[src/rtl/tcs_pkg.sv]
package tcs_pkg;

    // Class of the currently selected count source
    typedef enum logic [1:0] {
        KIND_DIV1 = 2'd0,
        KIND_INT  = 2'd1,
        KIND_EXT  = 2'd2,
        KIND_CASC = 2'd3
    } src_kind_e;

    localparam int PIN_COUNT = 4;
    localparam int TAP_COUNT = 4;

    // Edge code interpretation shared by internal and pin sources.
    // Low edge-code bit XOR source polarity decides rising versus falling.
    function automatic logic pick_edge(input logic rise, input logic fall,
                                       input logic [1:0] esel, input logic is_pin);
        logic want_rise;
        want_rise = esel[0] ^ is_pin;
        if (esel[1])
            return rise | fall;
        return want_rise ? rise : fall;
    endfunction

endpackage

[src/rtl/tcs_prescaler.sv]
module tcs_prescaler #(
    parameter int TAPS = 4
) (
    input  logic            clk,
    input  logic            rst,
    output logic [TAPS-1:0] tap_rise,
    output logic [TAPS-1:0] tap_fall
);
    localparam int CNT_W = 2 * TAPS;

    typedef struct packed {
        logic [CNT_W-1:0] cnt;
        logic [TAPS-1:0]  hist;
    } pre_st_t;

    pre_st_t st_d, st_q;
    logic [TAPS-1:0] level;

    // Tap t is counter bit 2t+1: divide by 4^(t+1)
    for (genvar t = 0; t < TAPS; t++) begin : g_tap
        assign level[t] = st_q.cnt[2*t+1];
    end

    always_comb begin
        st_d      = st_q;
        st_d.cnt  = st_q.cnt + 1'b1;
        st_d.hist = level;
        if (rst) begin
            st_d = '0;
        end
    end

    always_ff @(posedge clk) begin
        st_q <= st_d;
    end

    assign tap_rise = level & ~st_q.hist;
    assign tap_fall = ~level & st_q.hist;

    // prescaler advances by one each cycle outside reset
    p_prescale_step_r1: assert property (@(posedge clk) disable iff (rst)
        !$past(rst) |-> st_q.cnt == CNT_W'($past(st_q.cnt) + 1'b1));

endmodule

[src/rtl/tcs_pin_sync.sv]
module tcs_pin_sync #(
    parameter int NPIN   = 4,
    parameter int STAGES = 2
) (
    input  logic            clk,
    input  logic            rst,
    input  logic [NPIN-1:0] pin_i,
    output logic [NPIN-1:0] rise_o,
    output logic [NPIN-1:0] fall_o
);
    typedef struct packed {
        logic [STAGES-1:0][NPIN-1:0] stg;
        logic [NPIN-1:0]             hist;
    } sync_st_t;

    sync_st_t st_d, st_q;

    always_comb begin
        st_d        = st_q;
        st_d.stg[0] = pin_i;
        for (int s = 1; s < STAGES; s++) begin
            st_d.stg[s] = st_q.stg[s-1];
        end
        st_d.hist = st_q.stg[STAGES-1];
        if (rst) begin
            st_d = '0;
        end
    end

    always_ff @(posedge clk) begin
        st_q <= st_d;
    end

    assign rise_o = st_q.stg[STAGES-1] & ~st_q.hist;
    assign fall_o = ~st_q.stg[STAGES-1] & st_q.hist;

    // a detected edge never lasts two cycles
    p_rise_single_r7: assert property (@(posedge clk) disable iff (rst)
        (rise_o & $past(rise_o)) == '0);
    p_fall_single_r7: assert property (@(posedge clk) disable iff (rst)
        (fall_o & $past(fall_o)) == '0);

endmodule

[src/rtl/tcs_edge_qual.sv]
module tcs_edge_qual
    import tcs_pkg::*;
(
    input  src_kind_e   kind,
    input  logic        rise_i,
    input  logic        fall_i,
    input  logic        casc_i,
    input  logic [1:0]  edge_sel,
    input  logic        inhibit,
    output logic        count_en,
    output logic        strobe
);
    always_comb begin
        count_en = 1'b0;
        strobe   = 1'b0;
        unique case (kind)
            KIND_DIV1: begin
                strobe   = 1'b1;
                count_en = (edge_sel != 2'b00);
            end
            KIND_INT: begin
                strobe   = rise_i | fall_i;
                count_en = pick_edge(rise_i, fall_i, edge_sel, 1'b0);
            end
            KIND_EXT: begin
                strobe   = rise_i | fall_i;
                count_en = pick_edge(rise_i, fall_i, edge_sel, 1'b1);
            end
            KIND_CASC: begin
                strobe   = casc_i;
                count_en = casc_i;
            end
            default: begin
                strobe   = 1'b0;
                count_en = 1'b0;
            end
        endcase
        if (inhibit) begin
            count_en = 1'b0;
            strobe   = 1'b0;
        end
    end

endmodule

[src/rtl/tmr_clksrc_sel.sv]
module tmr_clksrc_sel
    import tcs_pkg::*;
#(
    parameter int CH_VARIANT  = 0,
    parameter int SYNC_STAGES = 2
) (
    input  logic       clk,
    input  logic       rst,
    input  logic [2:0] src_sel,
    input  logic [1:0] edge_sel,
    input  logic       phase_mode,
    input  logic [3:0] ext_clk_pin,
    input  logic       casc_pulse,
    output logic       count_en,
    output logic       edge_strobe
);
    localparam bit HAS_CASC = (CH_VARIANT == 1);

    logic [TAP_COUNT-1:0] tap_rise, tap_fall;
    logic [PIN_COUNT-1:0] pin_rise, pin_fall;

    src_kind_e kind;
    logic      sel_rise, sel_fall;
    logic      inhibit;

    // Upper two source codes differ per variant
    src_kind_e hi6_kind, hi7_kind;
    logic      hi6_rise, hi6_fall, hi7_rise, hi7_fall;

    tcs_prescaler #(.TAPS(TAP_COUNT)) u_pre (
        .clk      (clk),
        .rst      (rst),
        .tap_rise (tap_rise),
        .tap_fall (tap_fall)
    );

    tcs_pin_sync #(.NPIN(PIN_COUNT), .STAGES(SYNC_STAGES)) u_sync (
        .clk    (clk),
        .rst    (rst),
        .pin_i  (ext_clk_pin),
        .rise_o (pin_rise),
        .fall_o (pin_fall)
    );

    if (HAS_CASC) begin : g_cascade_variant
        assign hi6_kind = KIND_INT;
        assign hi6_rise = tap_rise[3];
        assign hi6_fall = tap_fall[3];
        assign hi7_kind = KIND_CASC;
        assign hi7_rise = 1'b0;
        assign hi7_fall = 1'b0;
    end else begin : g_pin_variant
        assign hi6_kind = KIND_EXT;
        assign hi6_rise = pin_rise[2];
        assign hi6_fall = pin_fall[2];
        assign hi7_kind = KIND_EXT;
        assign hi7_rise = pin_rise[3];
        assign hi7_fall = pin_fall[3];
    end

    always_comb begin
        kind     = KIND_INT;
        sel_rise = 1'b0;
        sel_fall = 1'b0;
        unique case (src_sel)
            3'b000: kind = KIND_DIV1;
            3'b001: begin sel_rise = tap_rise[0]; sel_fall = tap_fall[0]; end
            3'b010: begin sel_rise = tap_rise[1]; sel_fall = tap_fall[1]; end
            3'b011: begin sel_rise = tap_rise[2]; sel_fall = tap_fall[2]; end
            3'b100: begin kind = KIND_EXT; sel_rise = pin_rise[0]; sel_fall = pin_fall[0]; end
            3'b101: begin kind = KIND_EXT; sel_rise = pin_rise[1]; sel_fall = pin_fall[1]; end
            3'b110: begin kind = hi6_kind; sel_rise = hi6_rise; sel_fall = hi6_fall; end
            3'b111: begin kind = hi7_kind; sel_rise = hi7_rise; sel_fall = hi7_fall; end
            default: kind = KIND_INT;
        endcase
    end

    assign inhibit = rst | (HAS_CASC & phase_mode);

    tcs_edge_qual u_qual (
        .kind     (kind),
        .rise_i   (sel_rise),
        .fall_i   (sel_fall),
        .casc_i   (casc_pulse),
        .edge_sel (edge_sel),
        .inhibit  (inhibit),
        .count_en (count_en),
        .strobe   (edge_strobe)
    );

    // Inputs that a given variant leaves unselected
    logic unused_ok;
    assign unused_ok = ^{phase_mode, casc_pulse, tap_rise, tap_fall, pin_rise, pin_fall};

    // a count is always accompanied by a source strobe
    p_count_has_strobe_r9: assert property (@(posedge clk) disable iff (rst)
        count_en |-> edge_strobe);

    // falling-edge code on the undivided clock never counts
    p_div1_falling_silent_r6: assert property (@(posedge clk) disable iff (rst)
        (src_sel == 3'b000 && edge_sel == 2'b00) |-> !count_en);

    if (HAS_CASC) begin : g_casc_checks
        // phase-counting mode silences the selector
        p_phase_silent_r8: assert property (@(posedge clk) disable iff (rst)
            phase_mode |-> (!count_en && !edge_strobe));
        // cascade pulse passes straight through
        p_cascade_pass_r3: assert property (@(posedge clk) disable iff (rst)
            (src_sel == 3'b111 && !phase_mode) |-> (count_en == casc_pulse));
        // both-edge codes count every strobe
        p_both_edges_r4: assert property (@(posedge clk) disable iff (rst)
            (edge_sel[1] && src_sel != 3'b111) |-> (count_en == edge_strobe));
    end else begin : g_pin_checks
        // both-edge codes count every strobe
        p_both_edges_r5: assert property (@(posedge clk) disable iff (rst)
            edge_sel[1] |-> (count_en == edge_strobe));
    end

endmodule

[config.mk]
export PLATFORM = sky130hd
export DESIGN_NAME = tmr_clksrc_sel
export DESIGN_NICKNAME = d
export VERILOG_FILES = /design/src/rtl/tcs_pkg.sv /design/src/rtl/tcs_prescaler.sv /design/src/rtl/tcs_pin_sync.sv /design/src/rtl/tcs_edge_qual.sv /design/src/rtl/tmr_clksrc_sel.sv
export SDC_FILE = /design/constraint.sdc
export NUM_CORES = 1
export LEC_CHECK = 0
export ABC_AREA = 1
export ABC_CLOCK_PERIOD_IN_PS = 1600
export BUFFER_PORTS_ARGS = -buffer_cell sky130_fd_sc_hd__buf_2
export CORE_MARGIN = 4
export CORE_UTILIZATION = 50
export CTS_CLUSTER_SIZE = 8
export DETAILED_ROUTE_END_ITERATION = 10
export GPL_TIMING_DRIVEN = 0
export PLACE_DENSITY = 0.72
export SYNTH_ARGS = -nofsm -noshare
export SYNTH_HDL_FRONTEND = slang
export SYNTH_SLANG_ARGS = --single-unit
export TNS_END_PERCENT = 5
[constraint.sdc]
create_clock -name clk -period 1.6 [get_ports clk]
set_input_delay 0.32 -clock clk [delete_from_list [all_inputs] [get_ports clk]]
set_output_delay 0.32 -clock clk [all_outputs]
set_load 0.02 [all_outputs]
# [Word level (Yosys, flattened, before mapping)]
# Index checks and enable logic that the tools add are counted.
[totals] ff_bits=23 inputBits=13 wordCells=45
[classes] n_addsub=1 eq_ne=10 n_mux=15 bitwise_logic=9 reduce_logical=5
[op_table] op="1-bit one-hot mux with 7 select lines" n=2
[op_table] op="3-bit equality test (second input constant)" n=4
[op_table] op="1-bit 2-to-1 mux" n=10
[op_table] op="8-bit by 1-bit adder with 8-bit output (second input constant)" n=1
[op_table] op="4-bit bitwise AND" n=2
[op_table] op="4-bit NOT" n=2
[op_table] op="3-bit bitwise AND" n=2
[op_table] op="3-bit by 2-bit equality test with 1-bit output (second input constant)" n=2
[op_table] op="3-bit NOT" n=2
[op_table] op="2-bit equality test (second input constant)" n=2
[op_table] op="1-bit one-hot mux with 4 select lines" n=1
[op_table] op="2-bit one-hot mux with 2 select lines" n=1
[op_table] op="4-bit OR reduction" n=1
[op_table] op="3-bit by 1-bit equality test with 1-bit output (second input constant)" n=1
[op_table] op="3-bit logical NOT" n=1
[op_table] op="1-bit one-hot mux with 3 select lines" n=1
[op_table] op="2-bit by 1-bit equality test with 1-bit output (second input constant)" n=1
[op_table] op="2-bit logical NOT" n=1
[op_table] op="2-bit nonzero test" n=1
[op_table] op="2-bit OR reduction" n=1
[op_table] op="1-bit OR" n=1

# [Longest topological paths before layout]
[logic_depth] word_depth=8 ltp_mapped=10 depth_no_buf=10

# [By module]
# From an unflattened synthesis, not the netlist that was laid out.
[unflattened] cells_unflattened=190 hier_area_um2=1255.0
[by_module_without_submodules] module="tcs_prescaler" n_inst=1 cells_each=70 area_per_inst_um2=485.5
[by_module_without_submodules] module="tcs_pin_sync" n_inst=1 cells_each=49 area_per_inst_um2=386.6
[by_module_without_submodules] module="tmr_clksrc_sel" n_inst=1 cells_each=39 area_per_inst_um2=209.0
[by_module_without_submodules] module="tcs_edge_qual" n_inst=1 cells_each=32 area_per_inst_um2=173.9

# [Worst setup path before layout]
# No wires, ideal clock.
[synth_path] kind="input port to output port" from="input src_sel[2]" to="output count_en" arrival_time_ps=1237 slack_ps=43 cell_stages=9 path_buffers=1 cell_sequence="buf_4 > nand3_1 > nor3_2 > nor2_1 > nand2_2 > nand2_1 > nand3_1 > nand2_1 > nor2_1"
[synth_between] elab_chain_cells=7
[synth_rtl] element="start: declaration" line_no="tmr_clksrc_sel.sv:9" text="input logic [2:0] src_sel,"
[synth_rtl] element="3-bit equality test (tied with other cells)" line_no="tmr_clksrc_sel.sv:65" text="unique case (src_sel)"
[synth_rtl] element="1-bit one-hot mux with 7 select lines" line_no="tmr_clksrc_sel.sv:65"
[synth_rtl] element="1-bit OR" line_no="tcs_pkg.sv:21" text="return rise | fall;"
[synth_rtl] element="1-bit 2-to-1 mux" line_no="tcs_pkg.sv:20" text="if (esel[1])"
[synth_rtl] element="1-bit 2-to-1 mux" line_no="tcs_pkg.sv:22" text="return want_rise ? rise : fall;"
[synth_rtl] element="1-bit one-hot mux with 4 select lines *" line_no="tcs_edge_qual.sv:16" text="unique case (kind)"
[synth_rtl] element="1-bit 2-to-1 mux *" line_no="tcs_edge_qual.sv:38" text="if (inhibit) begin"
[synth_rtl] element="end: declaration" line_no="tmr_clksrc_sel.sv:14" text="output logic count_en,"
# Every way passes the cells marked *; elsewhere a longest branch is shown, timed or not. The select of a mux whose other input is x is not followed.

# [Worst setup path after layout]
[layout_path] from="register u_pre.st_q (netlist bit u_pre.level[0])" to="output count_en"
[layout_between] elab_chain_cells=8
[layout_rtl] element="start: declaration" line_no="tcs_prescaler.sv:16" text="pre_st_t st_d, st_q;"
[layout_rtl] element="start signal: assignment" line_no="tcs_prescaler.sv:34" text="st_q <= st_d;"
[layout_rtl] element="3-bit NOT" line_no="tcs_prescaler.sv:38" text="assign tap_fall = ~level & st_q.hist;"
[layout_rtl] element="3-bit bitwise AND" line_no="tcs_prescaler.sv:38"
[layout_rtl] element="1-bit one-hot mux with 7 select lines" line_no="tmr_clksrc_sel.sv:65"
[layout_rtl] element="1-bit OR" line_no="tcs_pkg.sv:21"
[layout_rtl] element="1-bit 2-to-1 mux" line_no="tcs_pkg.sv:20"
[layout_rtl] element="1-bit 2-to-1 mux" line_no="tcs_pkg.sv:22"
[layout_rtl] element="1-bit one-hot mux with 4 select lines *" line_no="tcs_edge_qual.sv:16"
[layout_rtl] element="1-bit 2-to-1 mux *" line_no="tcs_edge_qual.sv:38"
# Marked as above.

==> run metrics <==
number of synthesized register bits 21; post-layout min period ~1.8 ns; Nets about 180; CTS Root Cell clkbuf_4; RePlAce Congestion 0.8249; final core utilization 0.6369; share of total power in the clock network 0.262; Syn Inst Count about 150; Top Ports 15; pin count of the biggest net entering global routing 12; Die Y slightly above 50 µm; status complete, but fails checks; Leakage around 0.55 nW; crit path DAT approximately 1.5 ns; internal power approximately 0.69 mW; commonest non-fill, non-tap cell in the layout nor2_1; Yosys top cell by area dfxtp_1; Core Area between 0.0015 and 0.002 mm²; M1 GR Usage 0.1758; vias in the first global route 815; design area between 0.001 and 0.0015 mm²; CTS tree built; RSZ-0062 raised after global routing true; commonest cells after routing, fill and taps aside nor2_1 (37), inv_1 (26), nand2_1 (20), dfxtp_1 (18), buf_2 (11); met3 Usage GRT 0.03152; first-pass GRT wire length ~3200 µm; vias per std cell 4.633; Site Rows 15; Max IR drop VDD about 0.60 mV; top cell type's share of synthesized area 0.4427; clock sinks 21; part of the power in registers 0.604; Iter 0 DRT Violations 5; grt met2 use 0.2818; Final Max Tran Viols 0; clk slew on worst S/H paths between 0.1 and 0.15 ns; Fill cells 180; PortBufs 12; main area contributors after synthesis dfxtp_1 (44%), nor2_1 (16%), inv_1 (11%); CP Data Required Time 1.28 ns; MaxCap Viol Count 0; Placed Area around 0.0010 mm²; Mapped Area around 950 µm²; endpoints failing hold 0; Synth Area per Inst ~6.5 µm²; Hold/Removal Path Class primary input to register; cell breakdown of the critical path inv_2 > nor2_4 > nand3_2 > nand2_2 > nor2_2 > nand2_2 > nand2_1 > nand3_1 > nand2_1 > nor2_1 > buf_4; 1st-pass router iterations 3; worst-margin pin slew ~0.47 ns; post-synthesis sequential area ratio 0.4427; pwr/cell area approximately 820 mW/mm²; initial antenna violation count 0; Power, Total 0.9169 mW; GRT busiest layer met2; Total Wirelength between 1500 and 2000 µm; wire length per cell around 9.5 µm; Max clock buf depth 2; CP endpoint kind output port; relative slew slack 0.6898; Antenna Cells 0; startpoint type of the worst setup path register; clock skew around 0.0025 ns; Total GRT Usage 0.1559; H-tree depth 1; Switch Pwr 0.2281 mW; Initial Utilization 0.5383; Yosys cell types 17; vias roughly 870; die area 0.002661 mm²; Sw Share 0.2488; Comb pwr share 0.134; slowest CP cell dfxtp_2; CP Max Fanout 3; CP peak stage delay 0.37 ns; post-route ant nets 0; CP Class register to output port; CTS buffer count 3; Overflow after GRT 0; post-detail-place hpwl roughly 1400 µm; failing checks negative setup slack; Final setup violation count 2; fraction of layout cells with a size suffix above 1 0.2331; worst setup margin -0.2060 ns; # DRC 0; area growth from synthesis to final layout 18.31%; final period utilization 1.129; worst skew pair latency ~0.29 ns; Ys Warns 0; syn_nets approximately 160; width of the die approximately 52 µm; Max Freq between 0.5 and 0.6 GHz; cts hold-fix bufs 0
kinds of logic (layout without fill, tap and decap cells):
kind of cell / Yosys count / after routing / synth area share
buffers and inverters: 32 / 50 / 0.1304
and+or+nand+nor: 84 / 84 / 0.3729
AOI/OAI and AO/OA: 7 / 7 / 0.04085
DFF: 21 / 21 / 0.4427
adders and majority gates: 1 / 1 / 0.01317
per-layer routing:
layer / wire, µm / vias up
li1: - / 469
met3: 57 / 4
met2: 842 / 13
met1: 844 / 385
met5: 0 / -
met4: 38 / 0
critical path, delay by kind of cell (launching register included):
family | cells | cell delay [ns]
buffers and inverters | 2 | 0.19
DFF | 1 | 0.37
and+or+nand+nor | 9 | 0.61
flip-flops by register name (all words and copies together), names as in the netlist:
signal	count
u_pre.st_q	6
u_pre.level	3
u_sync.st_q	12
area by class of cell:
class | instances | area [µm²] | area share
inverters | 29 | 111.4 | 0.09911
plain buffers | 3 | 15.01 | 0.01336
repair buffers | 14 | 77.57 | 0.06904
flip-flops and latches | 21 | 426.7 | 0.3797
well taps | 25 | 31.28 | 0.02784
clock buffers | 4 | 26.28 | 0.02339
multi-input cells | 92 | 435.4 | 0.3875
path summary, 6_finish.rpt:
path                             startpoint                   endpoint  slack [ns]  depth (start not counted)
setup / recovery  u_pre.level[0]$_SDFF_PP0_                   count_en       -0.21                         11
hold / removal               ext_clk_pin[0]  u_sync.st_q[4]$_SDFF_PP0_        0.22                          3
setup reg to reg  u_pre.level[0]$_SDFF_PP0_   u_pre.st_q[8]$_SDFF_PP0_        0.47                          7
hold reg to reg   u_sync.st_q[4]$_SDFF_PP0_  u_sync.st_q[8]$_SDFF_PP0_        0.40                          2
cell usage after synthesis (all sizes together):
| master | n |
|---|---|
| a21oi | 4 |
| buf | 1 |
| clkbuf | 2 |
| dfxtp | 21 |
| ha | 1 |
| inv | 29 |
| nand2 | 23 |
| nand3 | 10 |
| nand4 | 1 |
| nor2 | 44 |
| nor3 | 5 |
| nor4 | 1 |
| o21ai | 3 |
stage by stage:
stage / cells / setup slack [ns] / TNS (ns) / hold slack [ns]
global placement: 182 / -0.09258 / -0.1621 / 0.3911
detailed placement: 182 / -0.1302 / -0.2571 / 0.3952
finish: 188 / -0.2060 / -0.3930 / 0.2219
CTS: 188 / -0.2279 / -0.4437 / 0.2186
floorplan: 145 / 0.04313 / 0 / 0.3883
global route: 188 / -0.3670 / -0.6860 / 0.2156
power groups by stage:
stage                     clock network, mW  logic (mW)  registers (mW)
after detailed placement                  0       0.105           0.565
after CTS                             0.246       0.118           0.554
after floorplan                           0      0.0716           0.563
final                                 0.240       0.123           0.554
after global placement                    0       0.100           0.564
after global routing                  0.275       0.142           0.557
timing repair:
action / CTS / global route
pin swaps: 5 / 6
setup endpoints to repair: 2 / 2
resized for setup: 9 / 9
buffers inserted: 2 / 0
No activity file was read; power rests on OpenSTA's default activity.
